**src/rtl/it_seq_pkg.sv**
```systemverilog
`timescale 1ns/1ps
package it_seq_pkg;
  localparam logic [3:0] CC_EQ = 4'd0;
  localparam logic [3:0] CC_NE = 4'd1;
  localparam logic [3:0] CC_CS = 4'd2;
  localparam logic [3:0] CC_CC = 4'd3;
  localparam logic [3:0] CC_MI = 4'd4;
  localparam logic [3:0] CC_PL = 4'd5;
  localparam logic [3:0] CC_VS = 4'd6;
  localparam logic [3:0] CC_VC = 4'd7;
  localparam logic [3:0] CC_HI = 4'd8;
  localparam logic [3:0] CC_LS = 4'd9;
  localparam logic [3:0] CC_GE = 4'd10;
  localparam logic [3:0] CC_LE = 4'd11;
  localparam logic [3:0] CC_GT = 4'd12;
  localparam logic [3:0] CC_LT = 4'd13;
  localparam logic [3:0] CC_AL = 4'd14;
  localparam logic [3:0] CC_NV = 4'd15;

  typedef struct packed {
    logic n;
    logic z;
    logic c;
    logic v;
  } flags_t;

  // signed group is not adjacent-paired, so the low-bit flip fails there
  function automatic logic [3:0] cc_invert(input logic [3:0] cc);
    logic [3:0] r;
    case (cc)
      CC_GE:   r = CC_LT;
      CC_LT:   r = CC_GE;
      CC_LE:   r = CC_GT;
      CC_GT:   r = CC_LE;
      CC_AL:   r = CC_AL;
      CC_NV:   r = CC_NV;
      default: r = {cc[3:1], ~cc[0]};
    endcase
    return r;
  endfunction
endpackage

```
**src/rtl/it_cond_eval.sv**
```systemverilog
`timescale 1ns/1ps
module it_cond_eval
  import it_seq_pkg::*;
(
  input  logic [3:0] cond_i,
  input  flags_t     flags_i,
  output logic       pass_o
);
  logic sgn_eq;
  assign sgn_eq = (flags_i.n == flags_i.v);

  always_comb begin
    case (cond_i)
      CC_EQ:   pass_o = flags_i.z;
      CC_NE:   pass_o = ~flags_i.z;
      CC_CS:   pass_o = flags_i.c;
      CC_CC:   pass_o = ~flags_i.c;
      CC_MI:   pass_o = flags_i.n;
      CC_PL:   pass_o = ~flags_i.n;
      CC_VS:   pass_o = flags_i.v;
      CC_VC:   pass_o = ~flags_i.v;
      CC_HI:   pass_o = flags_i.c & ~flags_i.z;
      CC_LS:   pass_o = ~flags_i.c | flags_i.z;
      CC_GE:   pass_o = sgn_eq;
      CC_LE:   pass_o = flags_i.z | ~sgn_eq;
      CC_GT:   pass_o = ~flags_i.z & sgn_eq;
      CC_LT:   pass_o = ~sgn_eq;
      default: pass_o = 1'b1;
    endcase
  end
endmodule

```
**src/rtl/it_window.sv**
```systemverilog
`timescale 1ns/1ps
module it_window
  import it_seq_pkg::*;
#(
  parameter int SLOTS = 4
) (
  input  logic             clk_i,
  input  logic             rst_ni,
  input  logic             start_i,
  input  logic [3:0]       cond_i,
  input  logic [SLOTS-1:0] mask_i,
  input  logic             issue_i,
  output logic             active_o,
  output logic             else_o,
  output logic [3:0]       base_o
);
  localparam int CNT_W = $clog2(SLOTS + 1);
  localparam logic [SLOTS-1:0] TERM = {1'b1, {(SLOTS-1){1'b0}}};

  logic             active_q, else_q;
  logic [3:0]       base_q;
  logic [SLOTS-1:0] rem_q;
  logic [CNT_W-1:0] adv_q;
  logic             load, step;

  assign load = start_i && (mask_i != '0);
  assign step = !start_i && issue_i && active_q;

  always_ff @(posedge clk_i or negedge rst_ni) begin
    if (!rst_ni) begin
      active_q <= 1'b0;
      else_q   <= 1'b0;
      base_q   <= CC_AL;
      rem_q    <= '0;
      adv_q    <= '0;
    end else if (load) begin
      active_q <= 1'b1;
      else_q   <= 1'b0;
      base_q   <= cond_i;
      rem_q    <= mask_i;
      adv_q    <= '0;
    end else if (step) begin
      if (rem_q == TERM) begin
        active_q <= 1'b0;
      end else begin
        else_q <= rem_q[SLOTS-1];
        rem_q  <= {rem_q[SLOTS-2:0], 1'b0};
        adv_q  <= adv_q + CNT_W'(1);
      end
    end
  end

  assign active_o = active_q;
  assign else_o   = else_q;
  assign base_o   = base_q;

  assert_slot_bound_R4: assert property (@(posedge clk_i) disable iff (!rst_ni)
    adv_q <= CNT_W'(SLOTS - 1));

  assert_close_on_issue_R4: assert property (@(posedge clk_i) disable iff (!rst_ni)
    $fell(active_q) |-> $past(issue_i) && !$past(start_i));
endmodule

```
**src/rtl/it_seq.sv**
```systemverilog
`timescale 1ns/1ps
module it_seq
  import it_seq_pkg::*;
#(
  parameter int SLOTS = 4
) (
  input  logic             clk_i,
  input  logic             rst_ni,
  input  logic             it_start_i,
  input  logic [3:0]       it_cond_i,
  input  logic [SLOTS-1:0] it_mask_i,
  input  logic             issue_i,
  input  logic             flag_n_i,
  input  logic             flag_z_i,
  input  logic             flag_c_i,
  input  logic             flag_v_i,
  output logic             exec_en_o,
  output logic             in_window_o,
  output logic [3:0]       cur_cond_o
);
  logic       active, slot_else;
  logic [3:0] base;
  flags_t     flags;

  assign flags = '{n: flag_n_i, z: flag_z_i, c: flag_c_i, v: flag_v_i};

  it_window #(.SLOTS(SLOTS)) u_window (
    .clk_i   (clk_i),
    .rst_ni  (rst_ni),
    .start_i (it_start_i),
    .cond_i  (it_cond_i),
    .mask_i  (it_mask_i),
    .issue_i (issue_i),
    .active_o(active),
    .else_o  (slot_else),
    .base_o  (base)
  );

  always_comb begin
    if (!active)        cur_cond_o = CC_AL;
    else if (slot_else) cur_cond_o = cc_invert(base);
    else                cur_cond_o = base;
  end

  it_cond_eval u_eval (
    .cond_i (cur_cond_o),
    .flags_i(flags),
    .pass_o (exec_en_o)
  );

  assign in_window_o = active;

  assert_idle_exec_R11: assert property (@(posedge clk_i) disable iff (!rst_ni)
    !in_window_o |-> exec_en_o && (cur_cond_o == CC_AL));

  assert_first_slot_R2: assert property (@(posedge clk_i) disable iff (!rst_ni)
    (it_start_i && it_mask_i != '0) |=> in_window_o && (cur_cond_o == $past(it_cond_i)));

  assert_hold_R5: assert property (@(posedge clk_i) disable iff (!rst_ni)
    (in_window_o && !issue_i && !it_start_i) |=> in_window_o && $stable(cur_cond_o));

  assert_zero_mask_R10: assert property (@(posedge clk_i) disable iff (!rst_ni)
    (it_start_i && it_mask_i == '0 && !issue_i) |=> $stable(in_window_o) && $stable(cur_cond_o));

  assert_always_pass_R6: assert property (@(posedge clk_i) disable iff (!rst_ni)
    (cur_cond_o == CC_AL || cur_cond_o == CC_NV) |-> exec_en_o);
endmodule

```
**config.mk**
```make
export PLATFORM = sky130hd
export DESIGN_NAME = it_seq
export DESIGN_NICKNAME = d
export VERILOG_FILES = /design/src/rtl/it_seq_pkg.sv /design/src/rtl/it_cond_eval.sv /design/src/rtl/it_window.sv /design/src/rtl/it_seq.sv
export SDC_FILE = /design/constraint.sdc
export NUM_CORES = 1
export LEC_CHECK = 0
export ABC_AREA = 1
export BUFFER_PORTS_ARGS = -buffer_cell sky130_fd_sc_hd__buf_2
export CAP_MARGIN = 15
export CORE_MARGIN = 3
export CORE_UTILIZATION = 50
export DETAILED_ROUTE_END_ITERATION = 10
export PLACE_DENSITY = 0.77
export SETUP_SLACK_MARGIN = 0.15
export SYNTH_ARGS = -nofsm -noshare
export SYNTH_HDL_FRONTEND = slang
export SYNTH_SLANG_ARGS = --single-unit
```
**constraint.sdc**
```tcl
create_clock -name clk_i -period 1.9 [get_ports clk_i]
set_input_delay 0.285 -clock clk_i [delete_from_list [all_inputs] [get_ports clk_i]]
set_output_delay 0.285 -clock clk_i [all_outputs]
set_load 0.02 [all_outputs]
```
### Word-level counts from Yosys, hierarchy flattened

Cells that the tools add are included.

* reductions and logical operators: 10
* multiplexer cells: 13
* bitwise operators: 10
* equal/unequal tests: 22

Operators with widths (count)
* 4-bit == test, second input constant: 13
* 4-bit one-hot mux with 6 select lines: 1
* 4-bit two-way mux: 5
* 4-bit by 3-bit == test with 1-bit output, second input constant: 4
* 1-bit one-hot mux with 14 select lines: 1
* 4-bit by 2-bit == test with 1-bit output, second input constant: 2
* 1-bit two-way mux: 6
* 1-bit inverter: 6
* 4-bit by 1-bit == test with 1-bit output, second input constant: 1
* 4-bit logical NOT: 1
* 2-bit AND reduction: 2
* 2-bit nonzero test: 2
* 4-bit nonzero test: 1
* 1-bit logical AND: 3
* 1-bit bitwise AND: 2
* 2-bit by 1-bit inequality test with 1-bit output, second input constant: 1
* 1-bit OR: 2
* 1-bit == test: 1
* 1-bit logical NOT: 1

* flip-flop bits (word level): 10
* output and inout bits: 6
* word-level logic and storage cells: 59
* input port bits: 16

### Longest topological paths before layout

* word-level depth: 6
* gate-level depth with buffers: 12
* gate-level depth less buffers: 12

### Hierarchy

From an unflattened synthesis, not the netlist that was laid out.

* cell total of the unflattened synthesis: 130
* area, all modules: 813.3 um2

Modules (own cells, without submodules)
* it_window: instances 1, area each 519.2 um2, seq. area each 254.0 um2, cells each 62
* it_cond_eval: instances 1, area each 221.5 um2, seq. area each 0.0 um2, cells each 53
* it_seq: instances 1, area each 72.6 um2, seq. area each 0.0 um2, cells each 15

### Worst setup path after synthesis

Ideal clock, no wire load.

* path kind: flip-flop to output port
* from: register u_window.base_q[3] (netlist: u_window.base_o[3])
* to: output exec_en_o
* required time: 1615 ps
* setup slack: 135 ps
* arrival time: 1480 ps
* buffers on the path: 0
* cell stages (with the launch flop): 11
* cells stage by stage: dfstp_2 > nand2_2 > nand2_1 > nand3_2 > inv_1 > nand3_1 > nand2_1 > a21oi_1 > nand2_1 > nand2_1 > nand2_1

* word-level cells in the longest chain between the ends: 6
* elaborated cells between the ends (all ways): 24
* classes of those cells: 19 x eq/ne; 4 x mux; 1 x reduce/logical

RTL lines
* start: declaration: RTL line it_window.sv:21 `logic [3:0] base_q;`
* start signal: assignment: RTL line it_window.sv:39 `base_q <= cond_i;`
* 4-bit == test: RTL line it_seq_pkg.sv:30 `case (cc)`
* 4-bit one-hot mux with 6 select lines (*): RTL line it_seq_pkg.sv:30
* 4-bit two-way mux (*): RTL line it_seq.sv:41 `else if (slot_else) cur_cond_o = cc_invert(base);`
* 4-bit two-way mux (*): RTL line it_seq.sv:40 `if (!active) cur_cond_o = CC_AL;`
* via cur_cond_o[1]: RTL line it_seq.sv:19 `output logic [3:0] cur_cond_o`
* 4-bit == test, or another cell as far along: RTL line it_cond_eval.sv:13 `case (cond_i)`
* 1-bit one-hot mux with 14 select lines (*): RTL line it_cond_eval.sv:13
* end: declaration: RTL line it_seq.sv:17 `output logic exec_en_o,`

Mark *: on every way through the listed nets, which the timed path passes. The rest lies on a longest branch.

### Final worst setup path

* from: register u_window.base_q[3] (netlist: u_window.base_o[3])
* to: output exec_en_o

* word-level cells in the longest chain between the ends: 6
* elaborated cells between the ends (all ways): 24
* classes of those cells: 19 x eq/ne; 4 x mux; 1 x reduce/logical

RTL lines (RTL line)
* 4-bit == test: it_seq_pkg.sv:30
* 4-bit one-hot mux with 6 select lines: it_seq_pkg.sv:30
* 4-bit two-way mux (*): it_seq.sv:41
* 4-bit two-way mux (*): it_seq.sv:40
* 4-bit == test, or another cell as far along: it_cond_eval.sv:13
* 1-bit one-hot mux with 14 select lines (*): it_cond_eval.sv:13

Mark *: on every way between the ends. The rest lies on a longest branch, timed or not.

==> results.cfg <==
[run_status]
outcome = complete, but fails checks
violations = setup timing

[detailed_routing]
wl_mm = 1.86
drt-vias-per-instance = 5.26
vias = 842
drt_drc_violations_left = 0
first_iter_violations = 29
firstDrtPassIters = 4
drtAntennaViolNets = 0
routedWlPerCell_um = 11.6

[worst_setup_path]
crit_fanout = 7
cp_common_cell = nand2_1
slowest_stage = dfstp_2
cp-end-kind = output port
crit_type = reg2out
cp.depth = 13
r2r_cells = 3
worstPathRequired_ns = 1.62
cp-start-kind = flip-flop
arrival_ns = 1.83
path_buf_inv = 2
worstPathCellList = nand2_2, nand2_1, nand3_4, nor2_1, nand2_1, nand2_1, nand2_1, nand2_1, nand2_1, nand2_1, inv_1, nand2_1, buf_6
cp_top_family = simple AND/OR/NAND/NOR gates
max_stage_delay_ns = 0.58

[power_and_ir_drop]
pwr-share-seq_pct = 34.6
p_sw_share_pct = 37.9
ir_drop_mv = 0.550
switching_power_w = 0.000291
combPwrFrac_pct = 39.7
p_int_w = 0.000479
clockPowerShare_pct = 25.7
p_total_w = 0.000770
leakagePower_nw = 0.548
power.density_mw_per_mm2 = 774

[synthesis]
synth.ff_latch_count = 10
ys_seq_area_share_pct = 32.8
synth_edf_count = 0
synth_cell_types = 22
synth_top_cell_by_area = dfrtp_1
postSynthCellCount = 117
synth_nets = 133
yosys_warnings = 0
postSynthAreaPerCell_um2 = 6.61
syn_area_um2 = 773
ys_async_sr_fraction_pct = 100
yosys_most_used_dff = dfrtp_1
synth_top_area_share_pct = 22.7
yosys-top-cells-count = nand2_1, inv_1, nand3_1, dfrtp_1, o21ai_0
yosys-top-cells-area = dfrtp_1, nand2_1, dfstp_2
yosysMostFrequentCell = nand2_1

[global_routing]
grt_pass1_wl_mm = 3.11
antenna_found_initial = 0
grt_max_degree = 11
grt_pass1_vias = 749
grt_use_total_pct = 20.5
grt_overflow = 0

[placement]
dpl.hpwl_mm = 1.39
place.gp.congestion = 0.912
place_area_um2 = 905
io_buffers = 21

[finish]
area_growth_pct = 28.6
drive_above_1_share_pct = 29.7
nFillCells = 129
antennaDiodeCount = 0
nets = 162
regArea_um2 = 255
multi_input_area_um2 = 478
fin_area_um2 = 995
finalCoreUtilization_pct = 71.9

[worst_hold_path]
hold_depth = 3
hp-class = in2reg

[timing]
min_period_ns = 2.11
setup_viol = 1
whs_ns = 0.202
drv_slew = 0
period_share_pct = 111
rsz0062_at_grt = true
tightest_slew_ns = 0.283
setup_ws_ns = -0.211
slew_headroom_pct = 81.0
finClkSkew_ns = 0.00331
fmax_mhz = 474
hold_violations = 0

[die]
core_area_mm2 = 0.00138
initial_core_util_pct = 55.9
num_io_pins = 22
std_cell_rows = 13
dieWidth_um = 45.3
die_h_um = 45.3
dieArea_mm2 = 0.00205

[clock_tree]
clock_path_buffers = 2
cts_tree = done
cts-htree-levels = 1
worstSkewPairLatency_ns = 0.27
clkSinkCount = 10
cts_inserted_buffers = 3
clock_tree.root_cell = clkbuf_4
clkTransAtPathRegs_ns = 0.07

[job]
max_cap_viol_count = 0
[cell families after synthesis]
| family | share of synthesized area [%] |
|---|---|
| and+or+nand+nor | 46.9 |
| buffers and inverters | 8.74 |
| AOI/OAI and AO/OA | 10.4 |
| DFF | 32.8 |
| xor gates and xnor gates | 1.13 |
[metal layers]
layer / vias up / share of wire (%) / GRT usage [%]
met5: - / 0 / 0
li1: 438 / - / -
met3: 0 / 7.7 / 5.98
met2: 28 / 43 / 30.5
met4: 0 / 0 / 3.51
met1: 376 / 50 / 29.8
[what timing repair did]
| item | CTS | global route |
|---|---|---|
| cloned | 0 | 0 |
| hold buffers | 1 | 0 |
| hold endpoints to repair | 7 | 0 |
| setup buffers | 1 | 1 |
| pin swaps | 3 | 1 |
| gates resized for setup | 7 | 1 |
| endpoints found under the setup margin | 2 | 2 |
[layout by cell type (no fill, tap or decap)]
cell type / n
nand4_1: 4
nor2_1: 5
dlygate4sd3_1: 1
nand2_1: 41
clkbuf_8: 1
o21ai_1: 1
nand3_4: 2
a21oi_1: 2
inv_1: 16
buf_2: 19
nor2_4: 2
buf_4: 4
nand2_2: 3
nor3_2: 1
o221ai_1: 2
dfrtp_2: 1
nand3b_1: 2
dfrtp_1: 6
clkbuf_4: 3
xnor2_1: 1
nand3_1: 13
buf_6: 1
a21o_1: 1
nand2_4: 1
nand3_2: 1
dfstp_2: 3
a21oi_2: 1
o21ai_0: 7
[registers in the layout, indices dropped and copies added (netlist names)]
signal             flops
u_window.active_o      1
u_window.base_o        4
u_window.else_o        1
u_window.rem_q         4
[worst register-to-register path, delay by kind of cell, from the launching register on]
family | cells | cell delay, ns
compound gates | 1 | 0.12
flops | 1 | 0.52
simple gates | 2 | 0.45
[power groups by stage]
| stage | sequential (W) | combinational, W | clock, W |
|---|---|---|---|
| final | 0.000266 | 0.000306 | 0.000198 |
| after global routing | 0.000270 | 0.000341 | 0.000210 |
| after CTS | 0.000266 | 0.000300 | 0.000199 |
| after detailed placement | 0.000269 | 0.000272 | 0 |
| after global placement | 0.000268 | 0.000270 | 0 |
| after floorplan | 0.000262 | 0.000201 | 0 |
[stage by stage]
stage / setup TNS, ns / cells / setup slack, ns
finish: -0.211 / 160 / -0.211
global route: -0.351 / 160 / -0.351
CTS: -0.212 / 159 / -0.212
detailed placement: 0 / 153 / 0.0538
global placement: 0 / 153 / 0.0667
floorplan: 0 / 117 / 0.158
[worst paths after layout]
kind                                                  end                           start  slack (ns)
min reg2reg                u_window.base_o[1]$_DFFE_PN1P_  u_window.base_o[1]$_DFFE_PN1P_        0.49
max reg2reg                 u_window.rem_q[3]$_DFFE_PN0P_   u_window.active_o$_DFFE_PN0P_        0.68
max in group asynchronous  u_window.base_o[3]$_DFFE_PN1P_                          rst_ni        1.26
min                        u_window.base_o[2]$_DFFE_PN1P_                    it_cond_i[2]        0.20
min in group asynchronous   u_window.rem_q[2]$_DFFE_PN0P_                          rst_ni        0.39
max                                             exec_en_o  u_window.base_o[3]$_DFFE_PN1P_       -0.21
[layout make-up]
class                      instances  share of cell area [%]
inverter                          16                    6.04
tap                               15                    1.89
multi-input combinational         90                    48.1
clock buffer                       4                    3.65
timing repair buffer              25                    14.7
sequential                        10                    25.7
Power figures use the tool's default switching activity.
